**config.mk**
```make
export PLATFORM = sky130hd
export DESIGN_NAME = pinmode_selector
export DESIGN_NICKNAME = d
export VERILOG_FILES = /design/src/rtl/pinsel_pkg.sv /design/src/rtl/pinsel_rst_sync.sv /design/src/rtl/pinsel_sync.sv /design/src/rtl/pinsel_edge_counter.sv /design/src/rtl/pinsel_mode_latch.sv /design/src/rtl/pinmode_selector.sv
export SDC_FILE = /design/constraint.sdc
export NUM_CORES = 1
export LEC_CHECK = 0
export BUFFER_PORTS_ARGS = -buffer_cell sky130_fd_sc_hd__clkbuf_2
export CAP_MARGIN = 20
export CORE_MARGIN = 5
export CORE_UTILIZATION = 46
export CTS_CLUSTER_SIZE = 20
export DETAILED_ROUTE_END_ITERATION = 8
export PLACE_DENSITY = 0.73
export SLEW_MARGIN = 20
export SYNTH_ARGS = -nofsm -noshare
export SYNTH_HDL_FRONTEND = slang
export SYNTH_SLANG_ARGS = --single-unit
```
**constraint.sdc**
```tcl
create_clock -name clk_i -period 1.07 [get_ports clk_i]
set_clock_uncertainty 0.1 [all_clocks]
set_input_delay 0.1605 -clock clk_i [delete_from_list [all_inputs] [get_ports clk_i]]
set_output_delay 0.1605 -clock clk_i [all_outputs]
set_load 0.01 [all_outputs]
```
**src/rtl/pinsel_pkg.sv**
```systemverilog
package pinsel_pkg;

  typedef enum logic {
    MODE_PIN    = 1'b0,
    MODE_SERIAL = 1'b1
  } sel_mode_e;

  localparam int unsigned MAX_CTRL = 3;

endpackage

```
**src/rtl/pinsel_rst_sync.sv**
```systemverilog
module pinsel_rst_sync #(
  parameter int unsigned STAGES = 2
) (
  input  logic clk_i,
  input  logic rst_n_i,
  output logic rst_n_o
);

  logic [STAGES-1:0] chain_q;

  always_ff @(posedge clk_i or negedge rst_n_i) begin
    if (!rst_n_i) begin
      chain_q <= '0;
    end else begin
      chain_q <= {chain_q[STAGES-2:0], 1'b1};
    end
  end

  assign rst_n_o = chain_q[STAGES-1];

endmodule

```
**src/rtl/pinsel_sync.sv**
```systemverilog
module pinsel_sync #(
  parameter int unsigned        WIDTH   = 4,
  parameter int unsigned        STAGES  = 2,
  parameter logic [WIDTH-1:0]   RST_VAL = '0
) (
  input  logic             clk_i,
  input  logic             rst_n_i,
  input  logic [WIDTH-1:0] d_i,
  output logic [WIDTH-1:0] q_o
);

  logic [WIDTH-1:0] stage_q [STAGES];

  for (genvar s = 0; s < STAGES; s++) begin : g_stage
    logic [WIDTH-1:0] stage_d;
    if (s == 0) begin : g_first
      assign stage_d = d_i;
    end else begin : g_rest
      assign stage_d = stage_q[s-1];
    end

    always_ff @(posedge clk_i or negedge rst_n_i) begin
      if (!rst_n_i) begin
        stage_q[s] <= RST_VAL;
      end else begin
        stage_q[s] <= stage_d;
      end
    end
  end

  assign q_o = stage_q[STAGES-1];

endmodule

```
**src/rtl/pinsel_edge_counter.sv**
```systemverilog
module pinsel_edge_counter #(
  parameter int unsigned INSTR_BITS = 8,
  localparam int unsigned CNT_W     = $clog2(INSTR_BITS + 1)
) (
  input  logic clk_i,
  input  logic rst_n_i,
  input  logic soft_rst_i,
  input  logic csb_s_i,
  input  logic sclk_s_i,
  output logic instr_seen_o
);

  localparam logic [CNT_W-1:0] LAST = CNT_W'(INSTR_BITS - 1);

  logic             sclk_prev_q;
  logic [CNT_W-1:0] cnt_q, cnt_d;
  logic             seen_q, seen_d;
  logic             rise;
  logic             cnt_en;

  assign rise   = sclk_s_i & ~sclk_prev_q;
  assign cnt_en = rise & ~csb_s_i;

  always_comb begin
    cnt_d  = cnt_q;
    seen_d = 1'b0;
    if (csb_s_i || soft_rst_i) begin
      cnt_d = '0;
    end else if (cnt_en) begin
      if (cnt_q == LAST) begin
        seen_d = 1'b1;
        cnt_d  = '0;
      end else begin
        cnt_d = cnt_q + 1'b1;
      end
    end
  end

  always_ff @(posedge clk_i or negedge rst_n_i) begin
    if (!rst_n_i) begin
      sclk_prev_q <= 1'b0;
      cnt_q       <= '0;
      seen_q      <= 1'b0;
    end else begin
      sclk_prev_q <= sclk_s_i;
      cnt_q       <= cnt_d;
      seen_q      <= seen_d;
    end
  end

  assign instr_seen_o = seen_q;

  // the partial count never passes the last bit position
  a_r5_cnt_bounded: assert property (@(posedge clk_i) disable iff (!rst_n_i)
    cnt_q <= LAST);

  // an instruction report is a single-cycle event
  a_r6_seen_single: assert property (@(posedge clk_i) disable iff (!rst_n_i)
    seen_q |=> !seen_q);

  // no report while chip select was high on the previous cycle
  a_r4_csb_high_quiet: assert property (@(posedge clk_i) disable iff (!rst_n_i)
    csb_s_i |=> !seen_q);

endmodule

```
**src/rtl/pinsel_mode_latch.sv**
```systemverilog
module pinsel_mode_latch
  import pinsel_pkg::*;
(
  input  logic      clk_i,
  input  logic      rst_n_i,
  input  logic      instr_seen_i,
  output sel_mode_e mode_o
);

  sel_mode_e mode_q, mode_d;
  logic      set_en;

  assign set_en = instr_seen_i & (mode_q == MODE_PIN);

  always_comb begin
    mode_d = mode_q;
    if (set_en) begin
      mode_d = MODE_SERIAL;
    end
  end

  always_ff @(posedge clk_i or negedge rst_n_i) begin
    if (!rst_n_i) begin
      mode_q <= MODE_PIN;
    end else begin
      mode_q <= mode_d;
    end
  end

  assign mode_o = mode_q;

  // serial mode is never left without a hard reset
  a_r10_sticky: assert property (@(posedge clk_i) disable iff (!rst_n_i)
    (mode_q == MODE_SERIAL) |=> (mode_q == MODE_SERIAL));

  // entering serial mode requires a recognised instruction
  a_r6_cause: assert property (@(posedge clk_i) disable iff (!rst_n_i)
    $rose(mode_q == MODE_SERIAL) |-> $past(instr_seen_i));

endmodule

```
**src/rtl/pinmode_selector.sv**
```systemverilog
module pinmode_selector
  import pinsel_pkg::*;
#(
  parameter int unsigned NUM_CTRL    = 3,
  parameter int unsigned INSTR_BITS  = 8,
  parameter int unsigned SYNC_STAGES = 2,
  localparam int unsigned SYNC_W     = NUM_CTRL + 1
) (
  input  logic                clk_i,
  input  logic                rst_n_i,
  input  logic                soft_rst_i,
  input  logic                csb_i,
  input  logic                sclk_i,
  input  logic                sdio_i,
  input  logic                sdo_pad_i,
  input  logic                eng_sdo_oe_i,
  input  logic [NUM_CTRL-1:0] reg_ctrl_i,
  output logic                serial_mode_o,
  output logic [NUM_CTRL-1:0] pin_bits_o,
  output logic [NUM_CTRL-1:0] cfg_o,
  output logic                sdo_oe_o
);

  logic                core_rst_n;
  logic [MAX_CTRL-1:0] pins_raw;
  logic [SYNC_W-1:0]   sync_d, sync_q;
  logic                csb_s;
  logic                instr_seen;
  sel_mode_e           mode;

  assign pins_raw = {sdo_pad_i, sdio_i, sclk_i};
  assign sync_d   = {pins_raw[NUM_CTRL-1:0], csb_i};

  pinsel_rst_sync #(
    .STAGES (2)
  ) u_rst (
    .clk_i   (clk_i),
    .rst_n_i (rst_n_i),
    .rst_n_o (core_rst_n)
  );

  pinsel_sync #(
    .WIDTH   (SYNC_W),
    .STAGES  (SYNC_STAGES),
    .RST_VAL (SYNC_W'(1))
  ) u_sync (
    .clk_i   (clk_i),
    .rst_n_i (core_rst_n),
    .d_i     (sync_d),
    .q_o     (sync_q)
  );

  assign csb_s      = sync_q[0];
  assign pin_bits_o = sync_q[SYNC_W-1:1];

  pinsel_edge_counter #(
    .INSTR_BITS (INSTR_BITS)
  ) u_cnt (
    .clk_i        (clk_i),
    .rst_n_i      (core_rst_n),
    .soft_rst_i   (soft_rst_i),
    .csb_s_i      (csb_s),
    .sclk_s_i     (pin_bits_o[0]),
    .instr_seen_o (instr_seen)
  );

  pinsel_mode_latch u_mode (
    .clk_i        (clk_i),
    .rst_n_i      (core_rst_n),
    .instr_seen_i (instr_seen),
    .mode_o       (mode)
  );

  assign serial_mode_o = (mode == MODE_SERIAL);

  for (genvar i = 0; i < NUM_CTRL; i++) begin : g_cfg_mux
    assign cfg_o[i] = serial_mode_o ? reg_ctrl_i[i] : pin_bits_o[i];
  end

  assign sdo_oe_o = serial_mode_o & ~csb_i & eng_sdo_oe_i;

  // the pad stays released while in pin mode
  a_r8_oe_pin_mode: assert property (@(posedge clk_i) disable iff (!core_rst_n)
    !serial_mode_o |-> !sdo_oe_o);

  // a soft reset leaves serial mode in place
  a_r9_soft_keeps: assert property (@(posedge clk_i) disable iff (!core_rst_n)
    (serial_mode_o && soft_rst_i) |=> serial_mode_o);

  // in serial mode the outputs move only with the register bits
  a_r7_regs_only: assert property (@(posedge clk_i) disable iff (!core_rst_n)
    (serial_mode_o && $past(serial_mode_o) && $stable(reg_ctrl_i)) |-> $stable(cfg_o));

endmodule

```
Yosys cells after proc, flatten, opt, wreduce, memory -nomap -nowiden
Cells that the tools add are included.
- $add $sub $neg: 1
- equality and inequality tests: 1
- multiplexer cells: 9
- bitwise logic cells: 9
- reductions and logical operators: 2
- operators with widths (cell ; number):
    $mux 4 ; 3
    $mux 1 ; 6
    $and 1x1->1 ; 5
    $add 4x1->4 const B ; 1
    $eq 4x3->1 const B ; 1
    $not 1->1 ; 4
    $reduce_bool 2->1 ; 1
    $logic_or 1x1->1 ; 1
- flip-flop bits (word level): 17
- input port bits: 11
- output and inout bits: 8
- logic and storage cells: 29

Depth between registers and ports, before layout
Gate-level depths: netlist of run 1.
- word-level depth: 5
- gate-level depth with buffers: 4
- mapped depth without buffers: 4

Hierarchy
A second synthesis of run 1 with hierarchy kept.
- cell total of the unflattened synthesis: 41
- area, all modules: 601.8 µm²
- by module, submodules not included (module ; instances ; cells an instance ; area each (µm²)):
    pinsel_edge_counter ; 1 ; 24 ; 270.3
    pinsel_sync ; 1 ; 8 ; 202.7
    pinsel_rst_sync ; 1 ; 3 ; 53.8
    pinmode_selector ; 1 ; 4 ; 43.8
    pinsel_mode_latch ; 1 ; 2 ; 31.3

Worst setup path before layout of run 1
OpenSTA, ideal clock, no wires.
- path kind: reg2reg
- start point: reg u_cnt.cnt_q[0]
- end point: reg u_cnt.cnt_q[3]
- data arrival time: 1.197 ns
- data required time: 0.892 ns
- setup slack: -0.305 ns
- cell stages (with the launch flop): 4
- buffers on the path: 0
- clock period less this slack: 1.375 ns
- cell sequence: dfrtp_1 > ha_1 > or4_1 > a21boi_1
- cells in the longest elaborated chain, start to end: 4
- elaborated cells on any way between the ends: 5
- classes of those cells: add/sub: 1; eq/ne: 1; mux: 3
- ends and longest elaborated chain (what ; RTL line ; RTL):
    from (decl) ; pinsel_edge_counter.sv:16 ; logic [CNT_W-1:0] cnt_q, cnt_d;
    from (signal assigned) ; pinsel_edge_counter.sv:46 ; cnt_q <= cnt_d;
    $add 4x1->4 or $eq 4x3->1 (tied branches) ; pinsel_edge_counter.sv:34, pinsel_edge_counter.sv:30 ;
    $mux 4 (*) ; pinsel_edge_counter.sv:30 ; if (cnt_q == LAST) begin
    $mux 4 (*) ; pinsel_edge_counter.sv:29 ; end else if (cnt_en) begin
    $mux 4 (*) ; pinsel_edge_counter.sv:27 ; if (csb_s_i || soft_rst_i) begin
Mark *: on every way between the ends. The rest lies on a longest branch, timed or not. The select of a mux whose other input is x is not followed.
A chain may end at the register's enable or synchronous reset.

Final worst setup path of run 1
- start point: reg u_sync.stage_q (netlist bit u_sync.q_o[1])
- end point: out cfg_o[0]
- cells in the longest elaborated chain, start to end: 1
- ends and longest elaborated chain (what ; RTL line ; RTL):
    from (decl) ; pinsel_sync.sv:12 ; logic [WIDTH-1:0] stage_q [STAGES];
    from (signal, indexed assignment) ; pinsel_sync.sv:26 ; stage_q[s] <= stage_d;
    $mux 1 ; pinmode_selector.sv:77 ; assign cfg_o[i] = serial_mode_o ? reg_ctrl_i[i] : pin_bits_o[i];
    to (decl) ; pinmode_selector.sv:20 ; output logic [NUM_CTRL-1:0] cfg_o,
Every way passes these cells.

==> impl_metrics.yaml, run 1 <==
power:
  p_sw_share_pct: 22.2
  powerDensity_nw_per_um2: 1210
  seq_power_share_pct: 59.5
  power_leakage_nw: 0.472
  total_power_mw: 1.16
  combPwrFrac_pct: 12.8
  clockPowerShare_pct: 27.7
  p_switching_mw: 0.258
  internal_power_mw: 0.903
  vdd.ir_drop.worst_uv: 765
yosys:
  synth-edff-count: 0
  yosysUniqueCellTypes: 21
  yosysMostFrequentCell: "dfrtp_1"
  synth_area_leaders: "dfrtp_1 61%, dfstp_2 8.6%, mux2_1 5.5%"
  netlist.area_leader.share_pct: 61.2
  async_flop_share_pct: 100
  synth_area_leader_cell: "dfrtp_1"
  synth_area_per_cell_um2: 15.0
  synth-seq-cells: 17
  syn_area_um2: 613
  synthFlopType: "dfrtp_1"
  mappedNetlistNets: 53
  ys_top_cells_by_count: "15 x dfrtp_1, 3 x mux2_1"
  synthCells: 41
  yosysWarnings: 0
  ys_seq_area_share_pct: 69.8
sta:
  min_period_ns: 1.44
  finalMaxSlewViolations: 0
  grt_setup_unrepaired: "true"
  setup_ws_ns: -0.372
  post-route-period-util_pct: 135
  fin_tns_setup_ns: -3.07
  fmax_mhz: 694
  hold_viol_final: 0
  setup_viol: 11
route:
  wl_per_cell_um: 12.7
  num_vias: 457
  route.detailed.drc: 0
  antenna_left: 0
  via_per_inst: 4.76
  drt-total-wl_um: 1220
  drt_pass1_iterations: 4
  first_iter_violations: 4
clock_network:
  htree_levels: 1
  tritoncts: "built"
  clock-sinks: 17
  cts_made_buffers: 3
  clkSlewWorstSetupHoldPaths_ns: 0.09
  cts.path.max_buffers: 2
  cts_root_buf: "clkbuf_4"
  worstSkewPairLatency_ns: 0.28
place:
  place_inst: 82
  gp_congestion: 0.668
  numPortBuffers: 18
  hpwl_um: 866
die:
  rows: 13
  die_width_um: 46.5
  core_um2: 1280
  start_util_pct: 47.7
  dieArea_um2: 2160
  io_pins: 19
  die_h_um: 46.5
global_routing:
  gr-usage-all-layers_pct: 13.7
  antenna_found_initial: 0
  grt_max_degree: 12
  grt_pass1_vias: 468
  grt_pass1_wl_um: 2050
  grt.overflow.total: 0
final_layout:
  fin_nets: 94
  area.growth.synth_to_final_pct: 56.7
  diodes: 0
  layout-drive-gt1-share_pct: 54.3
  stdcell_count: 96
worst_setup_path:
  rr_worst_depth: 4
  crit_path_max_fanout: 2
  worstPathRequired_ns: 0.81
  critPathLaunchType: "flip-flop"
  arrival_ns: 1.18
  path_class: "flip-flop to primary output"
  critPathCaptureType: "primary output"
run:
  cap_viol_max_count: 0
min_path:
  hold_class: "flip-flop to async pin"
outcome:
  violations: "negative setup slack"
  status: "finished with violations"
## critical path, cell delays in order, from the launching register on
cell and delay (ns):
dfrtp_1 0.40, buf_6 0.12, mux2_4 0.26, buf_6 0.12
## final timing paths
kind,from,to,slack [ns]
max,u_sync.q_o[1],cfg_o[0],-0.37
min,u_rst.chain_q[1],u_cnt.cnt_q[1],0.06
max reg2reg,u_cnt.cnt_q[1],u_cnt.cnt_q[0],-0.34
min reg2reg,u_rst.chain_q[1],u_cnt.cnt_q[1],0.06
max in group asynchronous,u_rst.chain_q[1],u_sync.g_stage[1].stage_d[2],0.41
min in group clk_i,u_sync.g_stage[1].stage_d[1],u_sync.q_o[1],0.25
## cell type report
class | instances | area [µm²]
Clock buffer | 3 | 22.5
Clock inverter | 1 | 5.00
Fill cell | 82 | 324
Multi-Input combinational cell | 23 | 208
Sequential cell | 17 | 429
Tap cell | 15 | 18.8
Timing Repair Buffer | 37 | 278
## flip-flops by register name, summed over array words and instances (netlist names)
signal and cells:
u_cnt.cnt_q 4, u_cnt.instr_seen_o 1, u_cnt.sclk_prev_q 1, u_mode.mode_o 1, u_rst.chain_q 2, u_sync.g_stage.stage_d 4
u_sync.q_o 4
## stage by stage
step                      setup slack [ns]  utilization (%)  cell area [µm²]  hold slack (ns)
after floorplan                     -0.195                -              617           -0.235
after global placement              -0.253             61.1              786           -0.154
after detailed placement            -0.291             61.1              786           -0.152
after CTS                           -0.380             71.2              915           0.0729
after global routing                -0.415             74.8              961           0.0763
final                               -0.372             74.8              961           0.0558
## cells by family (layout without fill, tap and decap cells)
kind of cell,Yosys count,in the layout,share of synthesized area (%)
other,1,1,0.612
AND/OR/NAND/NOR,13,13,14.5
adder cells (fa/ha/maj),1,1,2.04
flip-flops,17,17,69.8
AO/OA/AOI/OAI,3,3,3.26
multiplexers,4,4,7.14
buffers and inverters,1,41,1.22
XOR/XNOR,1,1,1.43
## power by group through the flow
stage                     sequential (mW)  clock (mW)  combinational, mW
after global routing                0.697       0.361              0.160
after detailed placement            0.703           0             0.0988
after global placement              0.702           0             0.0959
final                               0.691       0.322              0.148
after CTS                           0.691       0.345              0.131
after floorplan                     0.706           0             0.0335
## metal layers
layer	global-route usage (%)	share of wire (%)	routed length, µm	vias up
li1	-	-	-	219
met3	2.34	5.2	64	2
met1	16.4	39	476	224
met2	24.2	55	677	12
met5	0	0	0	-
met4	5.11	0.33	4	0
## timing repair
action,in CTS,in global routing
hold endpoints to repair,9,0
pin swaps,2,2
buffers inserted,3,2
hold buffers,6,0
resized for setup,5,9
endpoints found under the setup margin,12,13
## cells in the final DEF, fill, tap and decap left out, drive strengths merged, types with 2 or more instances in the layout
cell / count
nor3: 2
dfrtp: 15
clkbuf: 18
mux2: 3
buf: 16
a21boi: 2
dfstp: 2
nand3b: 2
dlygate4sd3: 6
(Power assumes the default switching activity.)
==> run 2, diff against run 1 <==
==> constraint.sdc (replaced) <==
create_clock -name clk_i -period 1.07 [get_ports clk_i]
set_clock_uncertainty 0.1 [all_clocks]
set_input_delay 0.107 -clock clk_i [delete_from_list [all_inputs] [get_ports clk_i]]
set_output_delay 0.107 -clock clk_i [all_outputs]
set_load 0.01 [all_outputs]
==> run 2 against run 1 <==
  * The flow still finishes with violations (negative setup slack)
  * Final cell count fell by 1.0%
  * Total power is 3.9% higher
  * Design area rose by 4.7%
  * Die area unchanged
==> impl_metrics.yaml, run 2 (synthesis results as in run 1) <==
power:
  vdd.ir_drop.worst_uv: 870
  powerDensity_nw_per_um2: 1200
  power_leakage_nw: 0.484
outcome:
  status: "finished with violations"
  violations: "negative setup slack"
die:
  core_um2: 1280
  die_width_um: 46.5
  start_util_pct: 47.7
  dieArea_um2: 2160
  die_h_um: 46.5
  rows: 13
  io_pins: 19
final_layout:
  area.growth.synth_to_final_pct: 64.1
  fillCellCount: 79
  regArea_um2: 429
  postLayoutCoreUtil_pct: 78.3
  fin_nets: 93
  layout_common_cells: "14 x dfrtp_1, 12 x clkbuf_2, 11 x buf_6, 6 x dlygate4sd3_1, 5 x buf_4"
  multi_input_area_um2: 224
  diodes: 0
  layout-drive-gt1-share_pct: 56.3
  final_common_cell: "dfrtp_1"
sta:
  fmax_mhz: 707
  hold_viol_final: 0
  finalMaxSlewViolations: 0
  post-route-period-util_pct: 132
  grt_setup_unrepaired: "true"
  setup_viol: 11
  min_period_ns: 1.41
  setup_ws_ns: -0.344
global_routing:
  grt_pass1_vias: 468
  grt_max_degree: 12
  grt_pass1_wl_um: 2120
  gr-usage-all-layers_pct: 14.6
  antenna_found_initial: 0
  grt.overflow.total: 0
worst_setup_path:
  worstPathRequired_ns: 1.19
  rrSetupSlack_ns: -0.34
  rr_worst_depth: 4
  r2r-start: "u_cnt.cnt_q[1]"
  crit_path_max_fanout: 3
  slowest_stage: "dfrtp_1"
  path_class: "flip-flop to flip-flop"
  crit_path_max_incr_delay_ns: 0.42
  reg2reg_to: "u_cnt.cnt_q[0]"
  path_cells: "ha_2, nand3b_1, or3b_1, a21boi_1"
  arrival_ns: 1.53
  critPathLaunchType: "flip-flop"
  critPathCaptureType: "flip-flop"
place:
  pre_cts_slack_ns: -0.278
  numPortBuffers: 18
  hpwl_um: 929
  gp_congestion: 0.670
route:
  antenna_left: 0
  via_per_inst: 4.86
  num_vias: 462
  drt_pass1_iterations: 4
  first_iter_violations: 11
  drt-total-wl_um: 1550
  wl_per_cell_um: 16.3
  route.detailed.drc: 0
clock_network:
  cts_made_buffers: 3
  cts.path.max_buffers: 2
  clkSlewWorstSetupHoldPaths_ns: 0.10
  tritoncts: "built"
  cts_root_buf: "clkbuf_4"
  worstSkewPairLatency_ns: 0.29
  clock-sinks: 17
  htree_levels: 1
min_path:
  hold_class: "flip-flop to async pin"
run:
  cap_viol_max_count: 0
-- run 2: power breakdown --
part	internal [mW]	switching, mW	total [mW]
Clock	0.139	0.199	0.338
Sequential	0.670	0.0239	0.694
Combinational	0.112	0.0635	0.175
Total	0.921	0.287	1.21
-- run 2: final cells by class --
| class | instances | share of cell area (%) |
|---|---|---|
| Sequential cell | 17 | 42.7 |
| Timing Repair Buffer | 36 | 30.5 |
| Multi-Input combinational cell | 23 | 22.3 |
| Clock inverter | 1 | 0.498 |
| Clock buffer | 3 | 2.24 |
| Tap cell | 15 | 1.87 |
-- run 2: what timing repair did --
action                                  CTS  global route
hold buffers                              6             0
resized for setup                         9            17
endpoints found under the setup margin   11            11
hold endpoints to repair                  9             0
pin swaps                                 2             6
buffers inserted                          3             2
cloned                                    0             0
-- run 2: critical path: cells and delay by family (launching register included) --
kind	cells	cell delay, ns
AO/OA/AOI/OAI	1	0.16
adder cells (fa/ha/maj)	1	0.20
flip-flops	1	0.42
AND/OR/NAND/NOR	2	0.46
-- run 2: worst max-delay path by stage --
stage | startpoint | endpoint | depth (start not counted)
floorplan | u_cnt.sclk_prev_q | u_cnt.cnt_q[3] | 3
global placement | u_cnt.cnt_q[1] | u_cnt.cnt_q[0] | 4
detailed placement | u_cnt.cnt_q[0] | u_cnt.cnt_q[0] | 4
CTS | u_mode.mode_o | cfg_o[2] | 2
global route | u_cnt.cnt_q[0] | u_cnt.cnt_q[0] | 4
finish | u_cnt.cnt_q[1] | u_cnt.cnt_q[0] | 4
-- run 2: through the flow --
step | instance area (µm²) | setup TNS (ns) | hold slack, ns | cells | total power [mW]
floorplan | 616 | -0.388 | -0.289 | 41 | 0.739
global placement | 790 | -0.851 | -0.207 | 81 | 0.802
detailed placement | 790 | -1.04 | -0.201 | 81 | 0.807
CTS | 938 | -2.57 | 0.00202 | 94 | 1.18
global route | 1010 | -3.16 | 0.0438 | 95 | 1.25
finish | 1010 | -2.74 | 0.0175 | 95 | 1.21
-- run 2: per-layer routing --
layer	vias up	share of wire, %	global-route usage [%]	wire [µm]
li1	217	-	-	-
met1	225	39	16.7	606
met3	0	4.4	2.34	69
met2	20	56	26.1	876
met4	0	0	6.82	0
met5	-	0	0	0
==> run 3, diff against run 2 <==
--- a/config.mk
+++ b/config.mk
@@ -7,7 +7,7 @@
 export LEC_CHECK = 0
 export BUFFER_PORTS_ARGS = -buffer_cell sky130_fd_sc_hd__clkbuf_2
 export CAP_MARGIN = 20
-export CORE_MARGIN = 5
+export CORE_MARGIN = 4
 export CORE_UTILIZATION = 46
 export CTS_CLUSTER_SIZE = 20
 export DETAILED_ROUTE_END_ITERATION = 8
==> run 3 against run 2 <==
  * The flow still finishes with violations (negative setup slack)
  * Maximum frequency is 0.93% lower
  * Via count is 0.43% higher
  * Setup slack worse by 0.013 ns
  * Utilization is 0.93 points higher
  * Sequential share of layout area is 3.0 points higher
  * Critical path depth stayed put
  * Combinational power is 13% lower
  * Register-to-register slack hardly changed
  * Clock power hardly changed
  * Critical path type unchanged
==> impl_metrics.yaml, run 3 (synthesis results as in run 1) <==
sta:
  post-route-period-util_pct: 133
  fmax_mhz: 701
  hold_viol_final: 0
  setup_ws_ns: -0.357
  finalMaxSlewViolations: 0
  setup_viol: 11
  grt_setup_unrepaired: "true"
  hold_ws_ns: 0.0145
  min_period_ns: 1.43
  fin_tns_setup_ns: -2.74
place:
  hpwl_um: 872
  place_inst: 79
  gp_congestion: 0.761
  place_area_um2: 768
  pre_cts_slack_ns: -0.278
  numPortBuffers: 18
final_layout:
  stdcell_count: 92
  fin_nets: 91
  area.growth.synth_to_final_pct: 53.3
  postLayoutCoreUtil_pct: 79.2
  layout-drive-gt1-share_pct: 53.8
  stdcell_area_um2: 940
  diodes: 0
  layout_common_cells: "14 x clkbuf_2, 14 x dfrtp_1, 7 x buf_4, 6 x dlygate4sd3_1, 6 x buf_6"
global_routing:
  gr-usage-all-layers_pct: 17.4
  grt_pass1_vias: 534
  antenna_found_initial: 0
  grt_pass1_wl_um: 2380
  grt.overflow.total: 0
  grt_max_degree: 16
power:
  power_leakage_nw: 0.464
  vdd.ir_drop.worst_uv: 1100
  powerDensity_nw_per_um2: 1250
  total_power_mw: 1.18
route:
  num_vias: 464
  drt-total-wl_um: 1420
  drt_pass1_iterations: 2
  wl_per_cell_um: 15.5
  via_per_inst: 5.04
  first_iter_violations: 2
  antenna_left: 0
  route.detailed.drc: 0
die:
  die_width_um: 44.5
  dieArea_um2: 1980
  core_um2: 1190
  rows: 12
  die_h_um: 44.5
  start_util_pct: 51.7
  io_pins: 19
clock_network:
  worstSkewPairLatency_ns: 0.28
  cts_made_buffers: 3
  tritoncts: "built"
  cts_root_buf: "clkbuf_4"
  clkSlewWorstSetupHoldPaths_ns: 0.10
  htree_levels: 1
  clock-sinks: 17
  cts.path.max_buffers: 2
worst_setup_path:
  crit_path_max_incr_delay_ns: 0.42
  path_cells: "ha_2, nand3b_1, or3b_1, a21boi_1"
  path_class: "flip-flop to flip-flop"
  critPathLaunchType: "flip-flop"
  arrival_ns: 1.54
  worstPathRequired_ns: 1.18
  critPathCaptureType: "flip-flop"
  slowest_stage: "dfrtp_1"
  crit_path_max_fanout: 3
min_path:
  hold_class: "input port to async pin"
run:
  cap_viol_max_count: 0
outcome:
  violations: "negative setup slack"
  status: "finished with violations"
[run 3: repair_timing]
action / 4_1_cts / 5_1_grt
setup endpoints to repair: 11 / 11
setup buffers: 3 / 1
endpoints found under the hold margin: 9 / 0
pin swaps: 3 / 3
hold buffers: 6 / 0
gates resized for setup: 9 / 8
[run 3: cell type report]
type | count | area (µm²)
sequential | 17 | 429
clock inverter | 1 | 5.00
fill | 75 | 246
clock buffer | 3 | 22.5
multi-input combinational | 23 | 210
tap | 14 | 17.5
timing repair buffer | 34 | 255
[run 3: worst max-delay path: cells and delay by family (launching register included)]
| kind | cells | cell delay (ns) |
|---|---|---|
| flops | 1 | 0.42 |
| simple gates | 2 | 0.47 |
| fa+ha+maj | 1 | 0.20 |
| compound gates | 1 | 0.16 |
[run 3: report_power, final]
part	switching (mW)	internal, mW
clock	0.199	0.139
sequential	0.0181	0.670
combinational	0.0615	0.0910
[run 3: routing by layer]
metal	part of all wire [%]	track usage (%)
met5	0	0
met4	1.2	10.8
met3	3.9	4.47
met2	57	30.7
met1	37	17.9
[run 3: path summary, 6_finish.rpt]
kind / from / slack, ns / cells past startpoint / to
min in group clk_i: u_sync.g_stage[1].stage_d[3] / 0.26 / 0 / u_sync.q_o[3]
setup reg to reg: u_cnt.cnt_q[1] / -0.36 / 4 / u_cnt.cnt_q[0]
max in group asynchronous: u_rst.chain_q[1] / 0.55 / 1 / u_sync.g_stage[1].stage_d[0]
hold reg to reg: u_rst.chain_q[1] / 0.08 / 1 / u_cnt.sclk_prev_q
setup / recovery: u_cnt.cnt_q[1] / -0.36 / 4 / u_cnt.cnt_q[0]
hold / removal: rst_n_i / 0.01 / 2 / u_rst.chain_q[1]
